`src/rtl/fof_pkg.sv`:
```
package fof_pkg;

    typedef enum logic [2:0] {
        ST_IDLE    = 3'd0,
        ST_COLLECT = 3'd1,
        ST_TRAP    = 3'd2,
        ST_TRUNC   = 3'd3,
        ST_DONE    = 3'd4
    } fof_state_e;

endpackage

```
`src/rtl/fof_min_tracker.sv`:
```
// Keeps the lowest faulting element index seen since the last clear,
// together with its cause code. Also presents the next-state view so the
// controller can decide in the same cycle a final response arrives.
module fof_min_tracker #(
    parameter int IDX_W   = 4,
    parameter int VL_W    = 5,
    parameter int CAUSE_W = 6
) (
    input  logic               clk,
    input  logic               rst_n,
    input  logic               clear_i,
    input  logic               enable_i,
    input  logic [VL_W-1:0]    limit_i,
    input  logic               rsp_valid_i,
    input  logic               rsp_fault_i,
    input  logic [IDX_W-1:0]   rsp_idx_i,
    input  logic [CAUSE_W-1:0] rsp_cause_i,
    output logic               have_q,
    output logic [IDX_W-1:0]   idx_q,
    output logic [CAUSE_W-1:0] cause_q,
    output logic               have_nxt,
    output logic [IDX_W-1:0]   idx_nxt
);

    logic in_range;
    logic lower;
    logic take;

    always_comb begin
        in_range = VL_W'(rsp_idx_i) < limit_i;
        lower    = !have_q || (rsp_idx_i < idx_q);
        take     = enable_i && rsp_valid_i && rsp_fault_i && in_range && lower;
        have_nxt = have_q || take;
        idx_nxt  = take ? rsp_idx_i : idx_q;
    end

    always_ff @(posedge clk or negedge rst_n) begin
        if (!rst_n) begin
            have_q  <= 1'b0;
            idx_q   <= '0;
            cause_q <= '0;
        end else if (clear_i) begin
            have_q  <= 1'b0;
            idx_q   <= '0;
            cause_q <= '0;
        end else if (take) begin
            have_q  <= 1'b1;
            idx_q   <= rsp_idx_i;
            cause_q <= rsp_cause_i;
        end
    end

endmodule

```
`src/rtl/fof_wen_mask.sv`:
```
// Thermometer write-enable: bit i set when i is below the limit.
module fof_wen_mask #(
    parameter int MAX_VL = 16,
    parameter int VL_W   = 5
) (
    input  logic [VL_W-1:0]   limit_i,
    output logic [MAX_VL-1:0] mask_o
);

    for (genvar i = 0; i < MAX_VL; i++) begin : g_bit
        assign mask_o[i] = limit_i > VL_W'(i);
    end

endmodule

```
`src/rtl/fof_vl_trunc.sv`:
```
module fof_vl_trunc #(
    parameter  int MAX_VL  = 16,
    parameter  int CAUSE_W = 6,
    localparam int VL_W    = $clog2(MAX_VL + 1),
    localparam int IDX_W   = (MAX_VL > 1) ? $clog2(MAX_VL) : 1
) (
    input  logic               clk,
    input  logic               rst_n,
    input  logic               start_i,
    input  logic [VL_W-1:0]    start_vl_i,
    input  logic               rsp_valid_i,
    input  logic [IDX_W-1:0]   rsp_idx_i,
    input  logic               rsp_fault_i,
    input  logic [CAUSE_W-1:0] rsp_cause_i,
    input  logic               all_rsp_i,
    input  logic               trap_ack_i,
    output logic               busy_o,
    output logic               trap_o,
    output logic [IDX_W-1:0]   trap_elem_o,
    output logic [CAUSE_W-1:0] trap_cause_o,
    output logic               vl_we_o,
    output logic [VL_W-1:0]    vl_new_o,
    output logic               done_o,
    output logic [MAX_VL-1:0]  elem_wen_o
);

    import fof_pkg::*;

    fof_state_e         state_q, state_d;
    logic [VL_W-1:0]    vl_q;
    logic               accept;
    logic               have_q, have_nxt;
    logic [IDX_W-1:0]   idx_q, idx_nxt;
    logic [CAUSE_W-1:0] cause_q;
    logic [VL_W-1:0]    mask_limit;
    logic [MAX_VL-1:0]  mask;

    assign accept = (state_q == ST_IDLE) && start_i;

    fof_min_tracker #(
        .IDX_W  (IDX_W),
        .VL_W   (VL_W),
        .CAUSE_W(CAUSE_W)
    ) u_tracker (
        .clk        (clk),
        .rst_n      (rst_n),
        .clear_i    (accept),
        .enable_i   (state_q == ST_COLLECT),
        .limit_i    (vl_q),
        .rsp_valid_i(rsp_valid_i),
        .rsp_fault_i(rsp_fault_i),
        .rsp_idx_i  (rsp_idx_i),
        .rsp_cause_i(rsp_cause_i),
        .have_q     (have_q),
        .idx_q      (idx_q),
        .cause_q    (cause_q),
        .have_nxt   (have_nxt),
        .idx_nxt    (idx_nxt)
    );

    fof_wen_mask #(
        .MAX_VL(MAX_VL),
        .VL_W  (VL_W)
    ) u_mask (
        .limit_i(mask_limit),
        .mask_o (mask)
    );

    // State register and captured starting length
    always_ff @(posedge clk or negedge rst_n) begin
        if (!rst_n) begin
            state_q <= ST_IDLE;
            vl_q    <= '0;
        end else begin
            state_q <= state_d;
            if (accept) begin
                vl_q <= start_vl_i;
            end
        end
    end

    // Next-state logic
    always_comb begin
        state_d = state_q;
        unique case (state_q)
            ST_IDLE: begin
                if (start_i) begin
                    state_d = ST_COLLECT;
                end
            end
            ST_COLLECT: begin
                if (all_rsp_i) begin
                    if (!have_nxt) begin
                        state_d = ST_DONE;
                    end else if (idx_nxt == '0) begin
                        state_d = ST_TRAP;
                    end else begin
                        state_d = ST_TRUNC;
                    end
                end
            end
            ST_TRAP: begin
                if (trap_ack_i) begin
                    state_d = ST_IDLE;
                end
            end
            ST_TRUNC: state_d = ST_IDLE;
            ST_DONE:  state_d = ST_IDLE;
            default:  state_d = ST_IDLE;
        endcase
    end

    // Output logic
    always_comb begin
        busy_o       = 1'b1;
        trap_o       = 1'b0;
        trap_elem_o  = '0;
        trap_cause_o = '0;
        vl_we_o      = 1'b0;
        vl_new_o     = '0;
        done_o       = 1'b0;
        mask_limit   = '0;
        unique case (state_q)
            ST_IDLE: begin
                busy_o = 1'b0;
            end
            ST_COLLECT: begin
                busy_o = 1'b1;
            end
            ST_TRAP: begin
                trap_o       = 1'b1;
                trap_elem_o  = idx_q;
                trap_cause_o = cause_q;
            end
            ST_TRUNC: begin
                vl_we_o    = have_q;
                vl_new_o   = VL_W'(idx_q);
                mask_limit = VL_W'(idx_q);
            end
            ST_DONE: begin
                done_o     = 1'b1;
                mask_limit = vl_q;
            end
            default: begin
                busy_o = 1'b0;
            end
        endcase
        elem_wen_o = mask;
    end

endmodule

```
`config.mk`:
```
export PLATFORM = sky130hd
export DESIGN_NAME = fof_vl_trunc
export DESIGN_NICKNAME = d
export VERILOG_FILES = /design/src/rtl/fof_pkg.sv /design/src/rtl/fof_min_tracker.sv /design/src/rtl/fof_wen_mask.sv /design/src/rtl/fof_vl_trunc.sv
export SDC_FILE = /design/constraint.sdc
export NUM_CORES = 1
export LEC_CHECK = 0
export ABC_AREA = 1
export BUFFER_PORTS_ARGS = -buffer_cell sky130_fd_sc_hd__buf_4
export CAP_MARGIN = 20
export CORE_ASPECT_RATIO = 0.5
export CORE_MARGIN = 2
export CORE_UTILIZATION = 47
export DETAILED_ROUTE_END_ITERATION = 16
export GPL_ROUTABILITY_DRIVEN = 0
export PLACE_DENSITY = 0.83
export SLEW_MARGIN = 20
export SYNTH_ARGS = -nofsm -noshare
export SYNTH_HDL_FRONTEND = slang
export SYNTH_SLANG_ARGS = --single-unit
```
`constraint.sdc`:
```
create_clock -name clk -period 2.4 [get_ports clk]
set_input_delay 0.36 -clock clk [delete_from_list [all_inputs] [get_ports clk]]
set_output_delay 0.36 -clock clk [all_outputs]
set_load 0.005 [all_outputs]
```
==> reports/summary.txt, run 1 <==
largest net degree at the start of global routing - 20
drt drc - 0
Post-Route Utilization - 70.3%
GRT Util Overall - 22.8%
commonest non-fill, non-tap cells in the layout - buf_4, nand2_1, inv_1, nor2_1, dfrtp_1
final setup fails - 0
slowest CP cell - dfrtp_1
clk buf depth - 2
TritonCTS buffer count - 3
Crit. End Element - output port
commonest non-fill, non-tap cell in the layout - buf_4
clk slew on worst S/H paths - 0.08 ns
nets - 279
# IOs - 57
share of cells above drive strength 1 - 34.0%
Initial Util - 50.0%
wire per inst - 12.7 um
Final min period - 2.31 ns
flop2flop setup slack - 0.43 ns
sequential share of the synthesized area - 36.1%
end of the worst hold path - vl_q[1]$_DFFE_PN0P_
drt initial violations - 56
global-route wire length before repair - 5.97 mm
Crit path depth - 5
yosys warns - 0
FF/Latch Area - 475 sq um
post-synthesis net count - 220
ANT nets after route - 0
Max Cap Viol - 0
critical path arrival - 1.95 ns
Finished Cell Area - 1850 sq um
Hold Startpoint - start_vl_i[1]
Via Count - 1441
vias per cell - 5.02
Pins Over Slew Limit - 0
WL final - 3.63 mm
die area - 3270 sq um
Hold WS - 0.310 ns
P&R area growth vs syn - 40.7%
Die W - 78.8 um
root buffer cell - clkbuf_8
core box area - 2640 sq um
PwrDens - 941 nW/um^2
Cell Rows - 13
critical path class - flip-flop to output port
1st-pass router iterations - 5
area occupied by multi-input gates - 712 sq um
RR Endpoint - state_q[0]$_DFFE_PN0P_
Max Fclk - 433 MHz
Peak supply drop - 0.473 mV
HPWL after DPL - 2.89 mm
worst path cell trace - nand3_2 -> o22ai_2 -> nand2_1 -> o31ai_1 -> buf_4
RSZ-0062 raised after global routing - false
postcts setup bufs - 0
Syn Std Cell Area - 1320 sq um
Post-Syn Instances - 192
initial antenna violation count - 0
status - complete, no violations
max incr delay on CP - 0.48 ns
Die Ht - 41.4 um
grt ovf - 0
Critical path buffers and inverters - 1
FILL cells - 221
synthesized area per cell - 6.86 sq um
ANT cells - 0
HP Class - input port to flip-flop
Crit path max-delay family - compound AO/OA/AOI/OAI gates
Max H-tree Level - 1
LEAKAGE - 0.988 nW
Yosys reg bits - 19
clock sinks - 19
R2R Path Start - vl_q[2]$_DFFE_PN0P_
Clock Latency Late Sink - 0.26 ns
vias in the first global route - 1396
Post-Place Cell Area - 1760 sq um
worst-path fanout max - 9
period utilization - 96.3%
Setup crit start kind - flip-flop
synth unique cells - 28
hold path depth - 3
worst path required time - 2.04 ns
R2R cell count - 15
TritonCTS clock tree - yes
PortBufs - 55
Post-Route Setup TNS - 0 ns
Fin. Hold Viols - 0
clk_skew - 0.00415 ns
==> tightest hold or removal path, stage by stage <==
cell and delay, ns:
buf_4 0.07, nand2_1 0.04, o21ai_1 0.06
==> worst max-delay path by stage <==
stage                      to  slack [ns]              startpoint
6_report       elem_wen_o[14]        0.09  state_q[0]$_DFFE_PN0P_
5_1_grt        elem_wen_o[10]        0.02  state_q[0]$_DFFE_PN0P_
4_1_cts        elem_wen_o[14]        0.06  state_q[0]$_DFFE_PN0P_
3_5_place_dp   elem_wen_o[14]        0.27  state_q[0]$_DFFE_PN0P_
3_3_place_gp   elem_wen_o[14]        0.37  state_q[0]$_DFFE_PN0P_
2_1_floorplan   elem_wen_o[8]        0.69  state_q[0]$_DFFE_PN0P_
==> sequential cells by signal, summed over array words and instances, names as in the netlist <==
name               flops
state_q                3
u_tracker.cause_q      6
u_tracker.have_q       1
u_tracker.idx_q        4
vl_q                   5
==> cell families (layout without fill, tap and decap cells) <==
logic type,after synthesis,count (layout),synth area share [%]
other,1,1,0.285
AO/OA/AOI/OAI,32,32,13.4
buffers and inverters,38,96,12.0
flip-flops,19,19,36.1
adder cells (fa/ha/maj),6,6,5.70
AND/OR/NAND/NOR,96,96,32.5
==> synth_stat cells <==
library cell / count / area, sq um
a21oi_1: 6 / 30.0
a21oi_2: 1 / 8.76
buf_4: 1 / 7.51
buf_6: 1 / 11.3
clkbuf_1: 2 / 7.51
clkbuf_4: 1 / 7.51
conb_1: 1 / 3.75
dfrtp_1: 19 / 475
ha_1: 6 / 75.1
inv_1: 28 / 105
inv_2: 5 / 18.8
nand2_1: 43 / 161
nand2_2: 4 / 25.0
nand3_1: 8 / 40.0
nand3_2: 4 / 40.0
nand3b_1: 1 / 7.51
nand4_1: 1 / 6.26
nor2_1: 30 / 113
nor2_2: 2 / 12.5
nor2_4: 1 / 11.3
nor3_1: 1 / 5.00
o211ai_1: 1 / 7.51
o21ai_0: 9 / 45.0
o21ai_1: 9 / 45.0
o21bai_1: 1 / 7.51
o22ai_1: 4 / 25.0
o31ai_1: 1 / 7.51
or2_2: 1 / 6.26
==> where the power goes <==
| group | switching [mW] | internal, mW | leakage (nW) |
|---|---|---|---|
| Sequential | 0.0844 | 0.453 | 0.250 |
| Combinational | 0.577 | 0.393 | 0.717 |
| Clock | 0.117 | 0.117 | 0.0217 |
==> final cells by class <==
cell class | instances | share of cell area [%]
Inverter | 33 | 6.69
Clock buffer | 3 | 2.23
Sequential cell | 19 | 25.7
Clock inverter | 1 | 0.405
Tap cell | 37 | 2.50
Multi-Input combinational cell | 135 | 38.4
Timing Repair Buffer | 59 | 24.1
==> stage by stage <==
stage,setup slack (ns),instances,total power [mW]
finish,0.0889,287,1.74
global route,0.0211,287,1.89
CTS,0.0617,287,1.72
detailed placement,0.268,282,1.47
global placement,0.373,282,1.43
floorplan,0.685,192,1.12
==> routing by layer <==
| layer | global-route usage [%] | wire length, um | vias to the layer above |
|---|---|---|---|
| li1 | - | - | 715 |
| met1 | 28.8 | 1560 | 669 |
| met2 | 39.7 | 1770 | 55 |
| met3 | 5.65 | 278 | 2 |
| met4 | 5.86 | 17 | 0 |
| met5 | 0 | 0 | - |
==> repair_timing <==
| item | in CTS | in global routing |
|---|---|---|
| resized for setup | 1 | 5 |
| hold buffers | 1 | 0 |
| endpoints found under the hold margin | 19 | 0 |
| endpoints found under the setup margin | 1 | 8 |
(Power assumes the default switching activity.)
==> run 2, diff against run 1 <==
- CORE_UTILIZATION: 47 -> 48
- SYNTH_HIERARCHICAL: default -> 1
==> run 2 against run 1 <==
- register-to-register slack worse by 0.30 ns
- fmax up 1.8%
- flip-flop and latch count unchanged
- die area up 7.3%
- synthesized cell count grew 15%
- non-clock buffer count did not move
- sequential power rose by 6.0%
- critical path depth grew 12
- sequential share of layout area down 1.4 points
- cell area rose by 5.9%
- via count increased by 9.0%
- largest power group unchanged
- highest routed layer unchanged
==> reports/summary.txt, run 2 <==
sequential share of the synthesized area - 32.8%
P&R area growth vs syn - 35.3%
period utilization - 94.6%
Synth area leader - dfrtp_1
Crit. End Element - flip-flop
Clock Latency Late Sink - 0.25 ns
HP Class - input port to flip-flop
end of the worst hold path - vl_q[0]$_DFFE_PN0P_
worst path required time - 2.55 ns
clock sinks - 19
clk buf depth - 2
Syn Std Cell Area - 1450 sq um
commonest non-fill, non-tap cells in the layout - buf_4, nand2_1, inv_1
ANT nets after route - 0
vias in the first global route - 1352
Area contributors post-synth - dfrtp_1, nand2_1, inv_1, nor2_1, nand3_1
critical path class - flip-flop to flip-flop
drt drc - 0
Top reg by flops - u_tracker/cause_q
core box area - 2940 sq um
clk_skew - 0.000882 ns
TritonCTS clock tree - yes
Peak supply drop - 0.455 mV
Commonest cells post-synth - nand2_1, inv_1, nor2_1
Max Cap Viol - 0
nets - 306
top flop regs - u_tracker/cause_q (6), vl_q (5), u_tracker/idx_q (4)
status - complete, no violations
TritonCTS buffer count - 3
synthesized area per cell - 6.56 sq um
Via Count - 1571
PwrDens - 955 nW/um^2
Max H-tree Level - 1
critical path arrival - 2.42 ns
yosys warns - 6
Post-Syn Instances - 221
Max transition margin - 60.3%
Place WS - 0.116 ns
share of cells above drive strength 1 - 33.2%
worst-margin pin slew - 0.594 ns
Max Fclk - 441 MHz
Die W - 81.7 um
Hold Startpoint - start_vl_i[0]
commonest non-fill, non-tap cell in the layout - buf_4
R2R cell count - 17
Pins Over Slew Limit - 0
Post-Route Setup TNS - 0 ns
max reg flops - 6
LEAKAGE - 1.09 nW
global-route wire length before repair - 5.82 mm
Die Ht - 42.9 um
PortBufs - 55
die area - 3500 sq um
Most used DFF post-synth - dfrtp_1
flop2flop setup slack - 0.13 ns
post-synthesis net count - 249
post-synth top area share - 32.8%
clk slew on worst S/H paths - 0.07 ns
Initial Util - 49.3%
drt initial violations - 63
# IOs - 57
wire per inst - 11.8 um
HPWL after DPL - 2.88 mm
Yosys reg bits - 19
async set-reset flop share out of synthesis - 100%
Setup crit start kind - flip-flop
root buffer cell - clkbuf_8
Fin. Hold Viols - 0
Post-synth EDFFs - 0
vias per cell - 4.96
largest net degree at the start of global routing - 20
Final min period - 2.27 ns
worst-path fanout max - 7
initial antenna violation count - 0
grt ovf - 0
R2R Path Start - state_q[2]$_DFFE_PN0P_
Cell Rows - 14
ANT cells - 0
RR Endpoint - state_q[0]$_DFFE_PN0P_
1st-pass router iterations - 4
most frequent cell after synthesis - nand2_1
WL final - 3.75 mm
RSZ-0062 raised after global routing - false
final setup fails - 0
GRT Util Overall - 21.7%
setup ws final - 0.130 ns
hold path depth - 3
synth unique cells - 25
-- run 2: changes by cell type after synthesis, moves of 3 or more --
cell,previous run,this run
inv_1,28,41
nand2_2,4,12
nand3_1,8,21
o22ai_1,4,1
-- run 2: worst max-delay path by stage --
| stage | to | start |
|---|---|---|
| CTS | elem_wen_o[12] | state_q[0]$_DFFE_PN0P_ |
| global route | elem_wen_o[10] | state_q[0]$_DFFE_PN0P_ |
| detailed placement | state_q[0]$_DFFE_PN0P_ | state_q[2]$_DFFE_PN0P_ |
| floorplan | state_q[0]$_DFFE_PN0P_ | state_q[2]$_DFFE_PN0P_ |
| finish | state_q[0]$_DFFE_PN0P_ | state_q[2]$_DFFE_PN0P_ |
| global placement | state_q[0]$_DFFE_PN0P_ | state_q[2]$_DFFE_PN0P_ |
-- run 2: cell families (layout without fill, tap and decap cells) --
| family | count (synthesis) | count (layout) | synth area share, % |
|---|---|---|---|
| AND/OR/NAND/NOR | 118 | 118 | 37.7 |
| buffers and inverters | 53 | 109 | 15.4 |
| AO/OA/AOI/OAI | 24 | 24 | 8.63 |
| flip-flops | 19 | 19 | 32.8 |
| adder cells (fa/ha/maj) | 6 | 6 | 5.18 |
| other | 1 | 1 | 0.259 |
-- run 2: routing by layer --
metal / routed length (um) / global-route usage [%] / vias up
met1: 1630 / 26.8 / 727
met3: 234 / 4.47 / 4
li1: - / - / 788
met4: 42 / 4.00 / 0
met5: 0 / 0 / -
met2: 1840 / 39.3 / 52
-- run 2: final cells by class --
cell class	instances	area (sq um)
Fill cell	264	981
Multi-Input combinational cell	149	772
Sequential cell	19	475
Timing Repair Buffer	59	445
Inverter	46	174
Tap cell	40	50.0
Clock buffer	4	45.0
-- run 2: metrics by stage --
step                      total power, mW  utilization [%]  cells  hold slack [ns]  area [sq um]
final                                1.87             66.7    317            0.299          1960
after global routing                 2.05             66.7    317            0.312          1960
after CTS                            1.84             65.3    314            0.299          1920
after detailed placement             1.61             63.3    309            0.247          1860
after global placement               1.56             63.3    309            0.247          1860
after floorplan                      1.27                -    221           0.0644          1450
-- run 2: report_power, final --
part / internal, mW / leakage [nW] / switching, mW / total (mW)
clock: 0.118 / 0.0228 / 0.102 / 0.220
combinational: 0.428 / 0.818 / 0.656 / 1.08
sequential: 0.458 / 0.250 / 0.111 / 0.569
-- run 2: critical path: stages, from the launching register on --
cell,delay [ns]
dfrtp_1,0.42
inv_2,0.12
nand2_1,0.10
nor2_2,0.17
nand3_1,0.14
a21oi_2,0.14
nand2_2,0.08
nor2_4,0.22
buf_4,0.16
nand3_1,0.08
nand2_2,0.10
inv_1,0.04
nor2_1,0.08
nand2_1,0.08
nand3_1,0.08
nand2_1,0.05
nand2_1,0.07
nand2_1,0.05
-- run 2: repair_timing --
item                                   4_1_cts  5_1_grt
endpoints found under the hold margin       19        0
pin swaps                                    0        1
cloned                                       0        0
setup endpoints to repair                    2       15
setup buffers                                0        3
hold buffers                                 1        0
gates resized for setup                      1        8
==> run 3, diff against run 2 <==
- CORE_UTILIZATION: 48 -> 44
- PLACE_DENSITY: 0.83 -> 0.77
- RECOVER_POWER: default -> 50
==> run 3 against run 2 <==
- count of clock-buffer cells in the layout unchanged
- power is essentially flat
- setup slack better by 0.021 ns
- via count is 1.8% lower
- fmax grew 0.95%
- largest power group unchanged
- flip-flop and latch count unchanged
- cell area is 0.32% higher
- wire length grew 1.3%
- highest routed layer unchanged
- utilization decreased by 2.5 points
- critical endpoint unchanged
==> reports/summary.txt, run 3 (synthesis gave the netlist of run 2 again) <==
Post-Place Cell Area - 1860 sq um
LEAKAGE - 1.09 nW
Setup crit start kind - flip-flop
commonest non-fill, non-tap cell in the layout - buf_4
core box area - 3070 sq um
largest net degree at the start of global routing - 20
worst-path fanout max - 9
Top reg by flops - u_tracker/cause_q
vias per cell - 4.84
root buffer cell - clkbuf_8
period utilization - 93.7%
HP Class - input port to flip-flop
end of the worst hold path - vl_q[2]$_DFFE_PN0P_
final setup fails - 0
clk slew on worst S/H paths - 0.07 ns
share of cells above drive strength 1 - 33.3%
drt drc - 0
Max Cap Viol - 0
worst-margin pin slew - 1.02 ns
flop2flop setup slack - 0.15 ns
Pins Over Slew Limit - 0
Finished Cell Area - 1970 sq um
PortBufs - 55
clk_skew - 0.00309 ns
Max H-tree Level - 1
Post-Route Setup TNS - 0 ns
total power draw - 1.87 mW
Peak supply drop - 0.527 mV
Die W - 85.2 um
Max transition margin - 31.8%
Cell Rows - 14
critical path class - flip-flop to flip-flop
vias in the first global route - 1401
Fin. Hold Viols - 0
initial antenna violation count - 0
TritonCTS clock tree - yes
die area - 3800 sq um
Die Ht - 44.6 um
# IOs - 57
R2R cell count - 17
Crit. End Element - flip-flop
P&R area growth vs syn - 35.7%
commonest non-fill, non-tap cells in the layout - buf_4, nand2_1, inv_1
critical path arrival - 2.40 ns
top flop regs - u_tracker/cause_q (6), vl_q (5), u_tracker/idx_q (4)
1st-pass router iterations - 4
nets - 308
global-route wire length before repair - 6.24 mm
Hold WS - 0.293 ns
RR Endpoint - state_q[0]$_DFFE_PN0P_
Via Count - 1543
hold path depth - 3
drt initial violations - 75
GRT Util Overall - 20.8%
clock sinks - 19
clk buf depth - 2
R2R Path Start - state_q[2]$_DFFE_PN0P_
TritonCTS buffer count - 3
HPWL after DPL - 2.95 mm
max reg flops - 6
Final min period - 2.25 ns
grt ovf - 0
RSZ-0062 raised after global routing - true
status - complete, no violations
ANT cells - 0
Hold Startpoint - start_vl_i[2]
Max Fclk - 445 MHz
worst path required time - 2.55 ns
Clock Latency Late Sink - 0.26 ns
wire per inst - 11.9 um
WL final - 3.79 mm
PwrDens - 952 nW/um^2
Initial Util - 47.3%
ANT nets after route - 0
## run 3: cell types whose count changed in the layout (fill, tap and decap cells not counted), sizes merged
cell | before | now
clkinvlp | 0 | 1
clkinv | 1 | 0
clkbuf | 4 | 5
buf | 58 | 59
## run 3: layer usage
metal,share of wire [%],vias to the layer above,global-route usage [%]
met2,49,43,38.1
li1,-,790,-
met5,0,-,0
met1,45,708,26.5
met4,0.26,0,3.49
met3,5.5,2,4.29
## run 3: report_power, final
group          switching (mW)  internal (mW)
logic                   0.656          0.430
clock network           0.108          0.118
registers               0.105          0.458
## run 3: repair_timing
action,4_1_cts,5_1_grt
hold endpoints to repair,19,0
endpoints found under the setup margin,1,12
buffers inserted,0,5
pin swaps,0,1
gates resized for setup,2,7
hold buffers,1,0
## run 3: how the worst max path moves through the flow
| stage | startpoint | end | depth (start not counted) |
|---|---|---|---|
| floorplan | state_q[2]$_DFFE_PN0P_ | state_q[0]$_DFFE_PN0P_ | 17 |
| global placement | state_q[2]$_DFFE_PN0P_ | state_q[0]$_DFFE_PN0P_ | 17 |
| detailed placement | state_q[2]$_DFFE_PN0P_ | state_q[0]$_DFFE_PN0P_ | 17 |
| CTS | state_q[1]$_DFFE_PN0P_ | elem_wen_o[6] | 8 |
| global route | state_q[2]$_DFFE_PN0P_ | state_q[0]$_DFFE_PN0P_ | 17 |
| finish | state_q[2]$_DFFE_PN0P_ | state_q[0]$_DFFE_PN0P_ | 17 |
## run 3: per-stage QoR
| step | util, % | instances | setup WS (ns) |
|---|---|---|---|
| after CTS | 62.6 | 314 | 0.0711 |
| after global routing | 64.2 | 319 | -0.0609 |
| after detailed placement | 60.8 | 309 | 0.133 |
| after floorplan | - | 221 | 0.533 |
| final | 64.2 | 319 | 0.152 |
| after global placement | 60.8 | 309 | 0.171 |
## run 3: final cells by class
| type | count | area, sq um |
|---|---|---|
| fill | 299 | 1100 |
| clock buffer | 4 | 45.0 |
| sequential | 19 | 475 |
| tap | 40 | 50.0 |
| inverter | 46 | 174 |
| timing repair buffer | 61 | 457 |
| multi-input combinational | 149 | 767 |
## run 3: worst max-delay path, cell delays in order, from the launching register on
cell and delay [ns]:
dfrtp_1 0.41, inv_2 0.10, nand2_1 0.08, nor2_2 0.16, nand3_1 0.13, a21oi_2 0.13, nand2_2 0.08, nor2_4 0.24
buf_4 0.16, nand3_1 0.09, nand2_2 0.11, inv_1 0.04, nor2_1 0.09, nand2_1 0.08, nand3_1 0.09, nand2_1 0.06
nand2_1 0.06, nand2_1 0.04
